## config.mk

```make
export PLATFORM = sky130hd
export DESIGN_NAME = poll_done_detector
export DESIGN_NICKNAME = d
export VERILOG_FILES = /design/src/rtl/poll_pkg.sv /design/src/rtl/poll_match.sv /design/src/rtl/poll_counter.sv /design/src/rtl/poll_done_detector.sv
export SDC_FILE = /design/constraint.sdc
export NUM_CORES = 1
export LEC_CHECK = 0
export BUFFER_PORTS_ARGS = -buffer_cell sky130_fd_sc_hd__buf_2
export CAP_MARGIN = 20
export CELL_PAD_IN_SITES_DETAIL_PLACEMENT = 1
export CELL_PAD_IN_SITES_GLOBAL_PLACEMENT = 2
export CORE_MARGIN = 2
export CORE_UTILIZATION = 30
export DETAILED_ROUTE_END_ITERATION = 7
export GPL_ROUTABILITY_DRIVEN = 0
export PLACE_DENSITY_LB_ADDON = 0.1
export RECOVER_POWER = 25
export REMOVE_ABC_BUFFERS = 1
export SYNTH_ARGS = -nofsm -noshare
export SYNTH_HDL_FRONTEND = slang
export SYNTH_SLANG_ARGS = --single-unit
```

## constraint.sdc

```tcl
create_clock -name clk -period 3.6 [get_ports clk]
set_input_delay 0.36 -clock clk [delete_from_list [all_inputs] [get_ports clk]]
set_output_delay 0.36 -clock clk [all_outputs]
set_load 0.01 [all_outputs]
```

## src/rtl/poll_pkg.sv

```systemverilog
package poll_pkg;

    typedef enum logic [2:0] {
        ST_IDLE,
        ST_READ,
        ST_CHECK,
        ST_CONFIRM,
        ST_DONE,
        ST_TOUT
    } poll_state_e;

endpackage

```

## src/rtl/poll_match.sv

```systemverilog
module poll_match #(
    parameter int DATA_W     = 16,
    parameter int STATUS_BIT = 7
) (
    input  logic              erase_i,
    input  logic [DATA_W-1:0] sample_i,
    input  logic [DATA_W-1:0] ref_i,
    output logic              bit_hit_o,
    output logic              word_eq_o
);

    logic prog_hit;

    always_comb begin
        prog_hit  = (sample_i[STATUS_BIT] == ref_i[STATUS_BIT]);
        bit_hit_o = erase_i ? sample_i[STATUS_BIT] : prog_hit;
        word_eq_o = (sample_i == ref_i);
    end

endmodule

```

## src/rtl/poll_counter.sv

```systemverilog
module poll_counter #(
    parameter int CNT_W = 16
) (
    input  logic             clk,
    input  logic             rst_n,
    input  logic             clear_i,
    input  logic [CNT_W-1:0] limit_i,
    input  logic             inc_i,
    output logic             expired_o
);

    typedef struct packed {
        logic [CNT_W-1:0] cnt;
        logic [CNT_W-1:0] limit;
    } cnt_regs_t;

    cnt_regs_t c_d, c_q;

    always_comb begin
        c_d = c_q;
        if (clear_i) begin
            c_d.cnt   = '0;
            c_d.limit = limit_i;
        end else if (inc_i) begin
            c_d.cnt = c_q.cnt + 1'b1;
        end
        expired_o = ({1'b0, c_q.cnt} + 1'b1) >= {1'b0, c_q.limit};
    end

    always_ff @(posedge clk or negedge rst_n) begin
        if (!rst_n) c_q <= '0;
        else        c_q <= c_d;
    end

    // a failing poll is only counted while the budget still allows it
    assert_cnt_bound_R8: assert property (@(posedge clk) disable iff (!rst_n)
        inc_i |-> ((c_q.cnt < c_q.limit) || (c_q.cnt == '0)));

endmodule

```

## src/rtl/poll_done_detector.sv

```systemverilog
module poll_done_detector #(
    parameter int ADDR_W     = 24,
    parameter int DATA_W     = 16,
    parameter int CNT_W      = 16,
    parameter int STATUS_BIT = 7
) (
    input  logic              clk,
    input  logic              rst_n,
    input  logic              start_i,
    input  logic              op_erase_i,
    input  logic [ADDR_W-1:0] addr_i,
    input  logic [DATA_W-1:0] expect_i,
    input  logic [CNT_W-1:0]  max_polls_i,
    output logic              rd_req_o,
    output logic [ADDR_W-1:0] rd_addr_o,
    input  logic              rd_valid_i,
    input  logic [DATA_W-1:0] rd_data_i,
    output logic              busy_o,
    output logic              done_o,
    output logic              mismatch_o,
    output logic              timeout_o,
    output logic [DATA_W-1:0] result_o
);
    import poll_pkg::*;

    typedef struct packed {
        poll_state_e       st;
        logic              erase;
        logic [ADDR_W-1:0] addr;
        logic [DATA_W-1:0] ref_word;
        logic [DATA_W-1:0] samp;
    } regs_t;

    regs_t r_d, r_q;
    logic  hit, word_eq, expired, cnt_clr, cnt_inc;

    poll_match #(
        .DATA_W     (DATA_W),
        .STATUS_BIT (STATUS_BIT)
    ) u_match (
        .erase_i   (r_q.erase),
        .sample_i  (r_q.samp),
        .ref_i     (r_q.ref_word),
        .bit_hit_o (hit),
        .word_eq_o (word_eq)
    );

    poll_counter #(
        .CNT_W (CNT_W)
    ) u_cnt (
        .clk       (clk),
        .rst_n     (rst_n),
        .clear_i   (cnt_clr),
        .limit_i   (max_polls_i),
        .inc_i     (cnt_inc),
        .expired_o (expired)
    );

    always_comb begin
        r_d     = r_q;
        cnt_clr = 1'b0;
        cnt_inc = 1'b0;
        unique case (r_q.st)
            ST_IDLE: begin
                if (start_i) begin
                    r_d.st       = ST_READ;
                    r_d.erase    = op_erase_i;
                    r_d.addr     = addr_i;
                    r_d.ref_word = expect_i;
                    cnt_clr      = 1'b1;
                end
            end
            ST_READ: begin
                if (rd_valid_i) begin
                    r_d.samp = rd_data_i;
                    r_d.st   = ST_CHECK;
                end
            end
            ST_CHECK: begin
                if (hit) begin
                    r_d.st = ST_CONFIRM;
                end else begin
                    cnt_inc = 1'b1;
                    r_d.st  = expired ? ST_TOUT : ST_READ;
                end
            end
            ST_CONFIRM: begin
                if (rd_valid_i) begin
                    r_d.samp = rd_data_i;
                    r_d.st   = ST_DONE;
                end
            end
            ST_DONE: r_d.st = ST_IDLE;
            ST_TOUT: r_d.st = ST_IDLE;
            default: r_d.st = ST_IDLE;
        endcase
    end

    always_ff @(posedge clk or negedge rst_n) begin
        if (!rst_n) r_q <= '{st: ST_IDLE, default: '0};
        else        r_q <= r_d;
    end

    assign rd_req_o   = (r_q.st == ST_READ) || (r_q.st == ST_CONFIRM);
    assign rd_addr_o  = r_q.addr;
    assign busy_o     = (r_q.st != ST_IDLE);
    assign done_o     = (r_q.st == ST_DONE);
    assign timeout_o  = (r_q.st == ST_TOUT);
    assign mismatch_o = done_o && !r_q.erase && !word_eq;
    assign result_o   = r_q.samp;

    assert_req_hold_R3: assert property (@(posedge clk) disable iff (!rst_n)
        (rd_req_o && !rd_valid_i) |=> rd_req_o);

    assert_addr_hold_R3: assert property (@(posedge clk) disable iff (!rst_n)
        (rd_req_o && !rd_valid_i) |=> $stable(rd_addr_o));

    assert_no_idle_read_R3: assert property (@(posedge clk) disable iff (!rst_n)
        rd_req_o |-> busy_o);

    assert_start_ignored_R2: assert property (@(posedge clk) disable iff (!rst_n)
        busy_o |=> $stable(rd_addr_o));

    assert_mismatch_with_done_R7: assert property (@(posedge clk) disable iff (!rst_n)
        mismatch_o |-> done_o);

    assert_done_pulse_R9: assert property (@(posedge clk) disable iff (!rst_n)
        done_o |=> (!done_o && !busy_o));

    assert_tout_pulse_R9: assert property (@(posedge clk) disable iff (!rst_n)
        timeout_o |=> (!timeout_o && !busy_o));

    assert_one_outcome_R9: assert property (@(posedge clk) disable iff (!rst_n)
        !(done_o && timeout_o));

    assert_confirm_first_R6: assert property (@(posedge clk) disable iff (!rst_n)
        $rose(done_o) |-> $past(rd_req_o && rd_valid_i));

endmodule

```

==> results of run 1 <==
kinds of logic (layout without fill, tap and decap cells):
| kind of cell | count (synthesis) | in the layout | share of synthesized area, % |
|---|---|---|---|
| AOI/OAI and AO/OA | 61 | 61 | 7.38 |
| adders and majority gates | 17 | 17 | 4.45 |
| buffers and inverters | 78 | 160 | 9.94 |
| muxes | 16 | 16 | 3.77 |
| and+or+nand+nor | 222 | 222 | 20.7 |
| DFF | 92 | 92 | 48.1 |
| xor gates and xnor gates | 31 | 31 | 5.68 |
sequential cells by signal, indices dropped and copies added, names as in the netlist:
register and flops:
result_o 16, u_cnt.c_q 32, rd_addr_o 24, r_q 20
cell usage after synthesis, types with 7 or more instances:
library cell	instances
o21ai_0	33
nand4_1	11
xnor2_1	23
nand2_1	154
xor2_1	8
nand3_1	10
nor4_1	7
inv_1	18
mux2_2	16
buf_4	41
dfrtp_1	92
clkbuf_1	7
a21oi_1	9
ha_1	17
nor2_1	11
worst max-delay path, stage by stage, from the launching register on:
cell,delay (ns)
dfrtp_1,0.47
and3_1,0.25
or4b_1,0.69
nor2_2,0.22
xor2_1,0.17
ha_1,0.28
nor2b_1,0.15
or4_1,0.47
a31oi_1,0.16
a21oi_1,0.08
power groups by stage:
| stage | sequential (mW) | combinational, mW | clock [mW] |
|---|---|---|---|
| 5_1_grt | 1.82 | 1.87 | 1.27 |
| 4_1_cts | 1.77 | 1.68 | 1.23 |
| 6_report | 1.76 | 1.62 | 1.19 |
| 3_3_place_gp | 1.77 | 1.62 | 0 |
| 2_1_floorplan | 1.82 | 0.947 | 0 |
| 3_5_place_dp | 1.78 | 1.67 | 0 |
path summary, 6_finish.rpt:
check / startpoint / end / depth (start not counted)
min in group asynchronous: rst_n / rd_addr_o[0] / 1
max reg2reg: u_cnt.c_q[22] / r_q[59] / 9
min: expect_i[1] / r_q[17] / 3
max: u_cnt.c_q[22] / r_q[59] / 9
min reg2reg: rd_addr_o[13] / rd_addr_o[13] / 2
max in group asynchronous: rst_n / result_o[13] / 1
stage by stage:
stage / hold WS, ns / cells / power [mW] / util, %
floorplan: 0.0644 / 457 / 2.77 / -
global route: 0.203 / 815 / 4.96 / 36.0
detailed placement: 0.457 / 799 / 3.45 / 33.7
global placement: 0.454 / 799 / 3.39 / 33.7
finish: 0.198 / 815 / 4.57 / 36.0
CTS: 0.185 / 815 / 4.68 / 36.1
cell type report:
class	instances	area (sq um)	area share, %
timing repair buffer	126	643	11.4
tap	216	270	4.77
clock buffer	9	225	3.98
multi-input combinational	347	2010	35.5
sequential	92	2300	40.7
clock inverter	7	145	2.56
inverter	18	67.6	1.19
metal layers:
metal	track usage [%]	vias to the layer above
met5	0	-
met4	5.50	4
met3	4.14	16
met2	25.8	66
met1	19.3	1782
li1	-	1816
==> flow_summary.toml, run 1 <==
[route]
dr.pass1.iters = 4
wl_met3_um = 630
drtIter0Drc = 117
via_count = 3684
wl_met2_mm = 6.00
viasPerCell = 4.52
antenna_left = 0
drc = 0
wl_per_cell_um = 14.9
wl_met1_mm = 5.32
dr.max_layer_used = "met5"
routed_wl_mm = 12.2

[critical_path]
cp_max_fo = 9
path_class = "register to register"
startpoint_type = "register"
rrSetupSlack_ns = 0.53
end_kind = "register"
cp.arrival_ns = 3.28
worstPathRequired_ns = 3.82

[floorplan]
rows = 46
dieArea_sq_um = 17000
coreArea_sq_um = 15700
pin_count = 122
start_util_pct = 30.4
fp.dieW_um = 130
die_h_um = 130

[cells_and_area]
design_area_sq_um = 5660
num-fill-cells = 1838
drive_gt1_share_pct = 27.9
final_cell_mix = "153 x nand2_1, 120 x buf_2, 92 x dfrtp_1, 33 x o21ai_0, 23 x xnor2_1"
synthToLayoutAreaGrowth_pct = 18.4
diodes = 0
nets = 688
final_common_cell = "nand2_1"

[logic_synthesis]
seq_area_frac_synth_pct = 48.1
synth_edf_count = 0
syn_area_sq_um = 4780
synth-main-ff-cell = "dfrtp_1"
synthTopCellsByArea = "dfrtp_1 48%, nand2_1 12%, buf_4 6.4%"
async_reset_ff_share_pct = 100
syn_inst = 517
synthDistinctLibCells = 43
avgSynthCellArea_sq_um = 9.25
ys_warn_count = 0
ys_ff_latch = 92
synth_top_area_cell = "dfrtp_1"
synth_top_area_share_pct = 48.1

[run_status]
status = "complete, but fails checks"
violations = "max-capacitance violations, max-slew violations"

[global_routing]
grt_pass1_wl_mm = 20.4
grt_pass1_vias = 3994
globalRoute.totalOverflow = 0
grt_max_degree = 73
antenna_found_initial = 2
grt_use_total_pct = 15.4

[power]
power_frac_seq_pct = 38.5
vdd_drop_max_mv = 0.287
intPower_mw = 2.91
powerDensity_nw_per_um2 = 807
power_frac_clock_pct = 26.0
pwr-share-comb_pct = 35.5
switching_share_pct = 36.4
leakagePower_nw = 2.89
p_sw_mw = 1.66

[sta]
fmax_mhz = 326
fin_crit_ns = 3.07
finalSetupViolations = 0
setup_tns_ns = 0
worst_pin_slew_ns = 1.86
finClkSkew_ns = 0.00661
maxSlewHeadroom_pct = -23.7
timing.final.crit_share_pct = 85.2
final_max_slew_viol_count = 72
rsz0062_at_grt = "false"
worst_slack_ns = 0.534
hold_viol = 0

[min_path]
hold_path_class = "input pin to register"

[clock_tree]
cts-buffers-inserted = 9
cts_hold_buf = 0
clockBufferDepth = 2
cts.clk_slew.worst_paths_ns = 0.07
ctsHtreeMaxLevel = 3
cts-resized-gates = 0
clock_latency_ns = 0.35
cts_setup_buffers = 0
tritoncts = "built"
clockRootBuffer = "clkbuf_16"
clock_sinks = 92

[place]
dp_slack_ns = 0.552
port_buffers = 121
detailed_place.area_sq_um = 5300
post-dp-hpwl_mm = 8.69

[job]
drv_cap = 1
Power figures use the tool's default switching activity.
==> run 2, diff against run 1 <==
--- a/config.mk
+++ b/config.mk
@@ -13,6 +13,7 @@
 export CORE_UTILIZATION = 30
 export DETAILED_ROUTE_END_ITERATION = 7
 export GPL_ROUTABILITY_DRIVEN = 0
+export MAX_ROUTING_LAYER = met4
 export PLACE_DENSITY_LB_ADDON = 0.1
 export RECOVER_POWER = 25
 export REMOVE_ABC_BUFFERS = 1
==> run 2 against run 1 <==
Net effect: the flow still finishes with violations (max-capacitance violations, max-slew violations); routed wire length is 0.12% higher; sequential share of layout area about the same; sequential cell count did not move; cell count is 0.25% higher; largest cell class unchanged; first-iteration DRC count increased by 2.6%; die area is the same; combinational power is essentially flat.
==> flow_summary.toml, run 2 (synthesized netlist as in run 1, its figures left out) <==
[clock_tree]
cts-resized-gates = 0
clock_sinks = 92
cts-buffers-inserted = 9
clockBufferDepth = 2
cts_setup_buffers = 0
ctsHtreeMaxLevel = 3
cts_hold_buf = 0
cts.clk_slew.worst_paths_ns = 0.07
clockRootBuffer = "clkbuf_16"
tritoncts = "built"
clock_latency_ns = 0.34

[global_routing]
grt_pass1_vias = 3981
grt_use_total_pct = 15.9
grt_max_degree = 73
antenna_found_initial = 2
globalRoute.totalOverflow = 0
grt_pass1_wl_mm = 20.3

[sta]
finalSetupViolations = 0
hold_viol = 0
timing.final.crit_share_pct = 85.1
final_max_slew_viol_count = 72
fmax_mhz = 326
setup_tns_ns = 0
worst_slack_ns = 0.537
fin_crit_ns = 3.06
rsz0062_at_grt = "false"
finClkSkew_ns = 0.00703
maxSlewHeadroom_pct = -25.4
worst_pin_slew_ns = 1.88

[floorplan]
coreArea_sq_um = 15700
die_h_um = 130
fp.dieW_um = 130
dieArea_sq_um = 17000
pin_count = 122
start_util_pct = 30.4
rows = 46

[critical_path]
startpoint_type = "register"
path_class = "register to register"
end_kind = "register"
cp.arrival_ns = 3.28
worstPathRequired_ns = 3.81
path_cells = "and3_1, or4b_1, nor2_2, xor2_1, ha_1, nor2b_1, or4_1, a31oi_1, a21oi_1"
crit_path_max_incr_delay_ns = 0.69
slowest_stage = "or4b_1"
cp_max_fo = 9

[cells_and_area]
regMostFlops = "u_cnt.c_q"
multiInputGateArea_sq_um = 2010
synthToLayoutAreaGrowth_pct = 18.5
nets = 688
largest_register_ffs = 32
num-fill-cells = 1839
final_common_cell = "nand2_1"
final_cell_mix = "153 x nand2_1, 120 x buf_2, 92 x dfrtp_1, 33 x o21ai_0, 23 x xnor2_1"
drive_gt1_share_pct = 27.9
register_area_sq_um = 2300

[run_status]
status = "complete, but fails checks"
violations = "max-capacitance violations, max-slew violations"

[route]
viasPerCell = 4.51
drc = 0
antenna_left = 0
routed_wl_mm = 12.2
wl_per_cell_um = 14.9
dr.pass1.iters = 4
drtIter0Drc = 120
via_count = 3683

[power]
vdd_drop_max_mv = 0.287
powerDensity_nw_per_um2 = 807
leakagePower_nw = 2.89

[job]
drv_cap = 1

[place]
dp_slack_ns = 0.552
port_buffers = 121
post-dp-hpwl_mm = 8.69

[min_path]
hold_path_class = "input pin to register"
run 2: cell type report:
class	instances	area share [%]
timing repair buffer	126	11.3
clock buffer	9	3.97
tap	216	4.77
clock inverter	7	2.56
sequential	92	40.6
inverter	18	1.19
antenna	2	0.0883
multi-input combinational	347	35.5
run 2: path summary, 6_finish.rpt:
| check | startpoint | to | depth (start not counted) | slack [ns] |
|---|---|---|---|---|
| setup reg to reg | u_cnt.c_q[22] | r_q[59] | 9 | 0.54 |
| hold reg to reg | rd_addr_o[13] | rd_addr_o[13] | 2 | 0.47 |
| setup / recovery | u_cnt.c_q[22] | r_q[59] | 9 | 0.54 |
| hold / removal | expect_i[1] | r_q[17] | 3 | 0.20 |
| max in group asynchronous | rst_n | u_cnt.c_q[31] | 1 | 1.95 |
| min in group asynchronous | rst_n | rd_addr_o[0] | 1 | 0.50 |
run 2: critical path, delay by kind of cell, from the launching register on:
kind	cells	cell delay, ns
AND/OR/NAND/NOR	5	1.78
XOR/XNOR	1	0.17
flip-flops	1	0.47
adder cells (fa/ha/maj)	1	0.28
AO/OA/AOI/OAI	2	0.24
run 2: report_power, final:
part           switching, mW  leakage [nW]  internal, mW
Clock                  0.434         0.177         0.755
Sequential             0.304          1.16          1.46
Combinational          0.928          1.56         0.696
run 2: layer usage:
| metal | wire (um) | global-route usage [%] | share of wire (%) |
|---|---|---|---|
| met3 | 581 | 3.32 | 4.8 |
| met2 | 5990 | 25.7 | 49 |
| met5 | 0 | - | 0 |
| met4 | 177 | 5.50 | 1.5 |
| met1 | 5420 | 19.7 | 45 |
run 2: stage by stage:
| step | cell area [sq um] | hold slack, ns | instances | power (mW) | util (%) |
|---|---|---|---|---|---|
| after global placement | 5300 | 0.454 | 799 | 3.39 | 33.7 |
| final | 5670 | 0.200 | 817 | 4.57 | 36.1 |
| after global routing | 5670 | 0.206 | 817 | 4.95 | 36.1 |
| after floorplan | 4380 | 0.0644 | 457 | 2.77 | - |
| after detailed placement | 5300 | 0.457 | 799 | 3.45 | 33.7 |
| after CTS | 5670 | 0.185 | 815 | 4.68 | 36.1 |
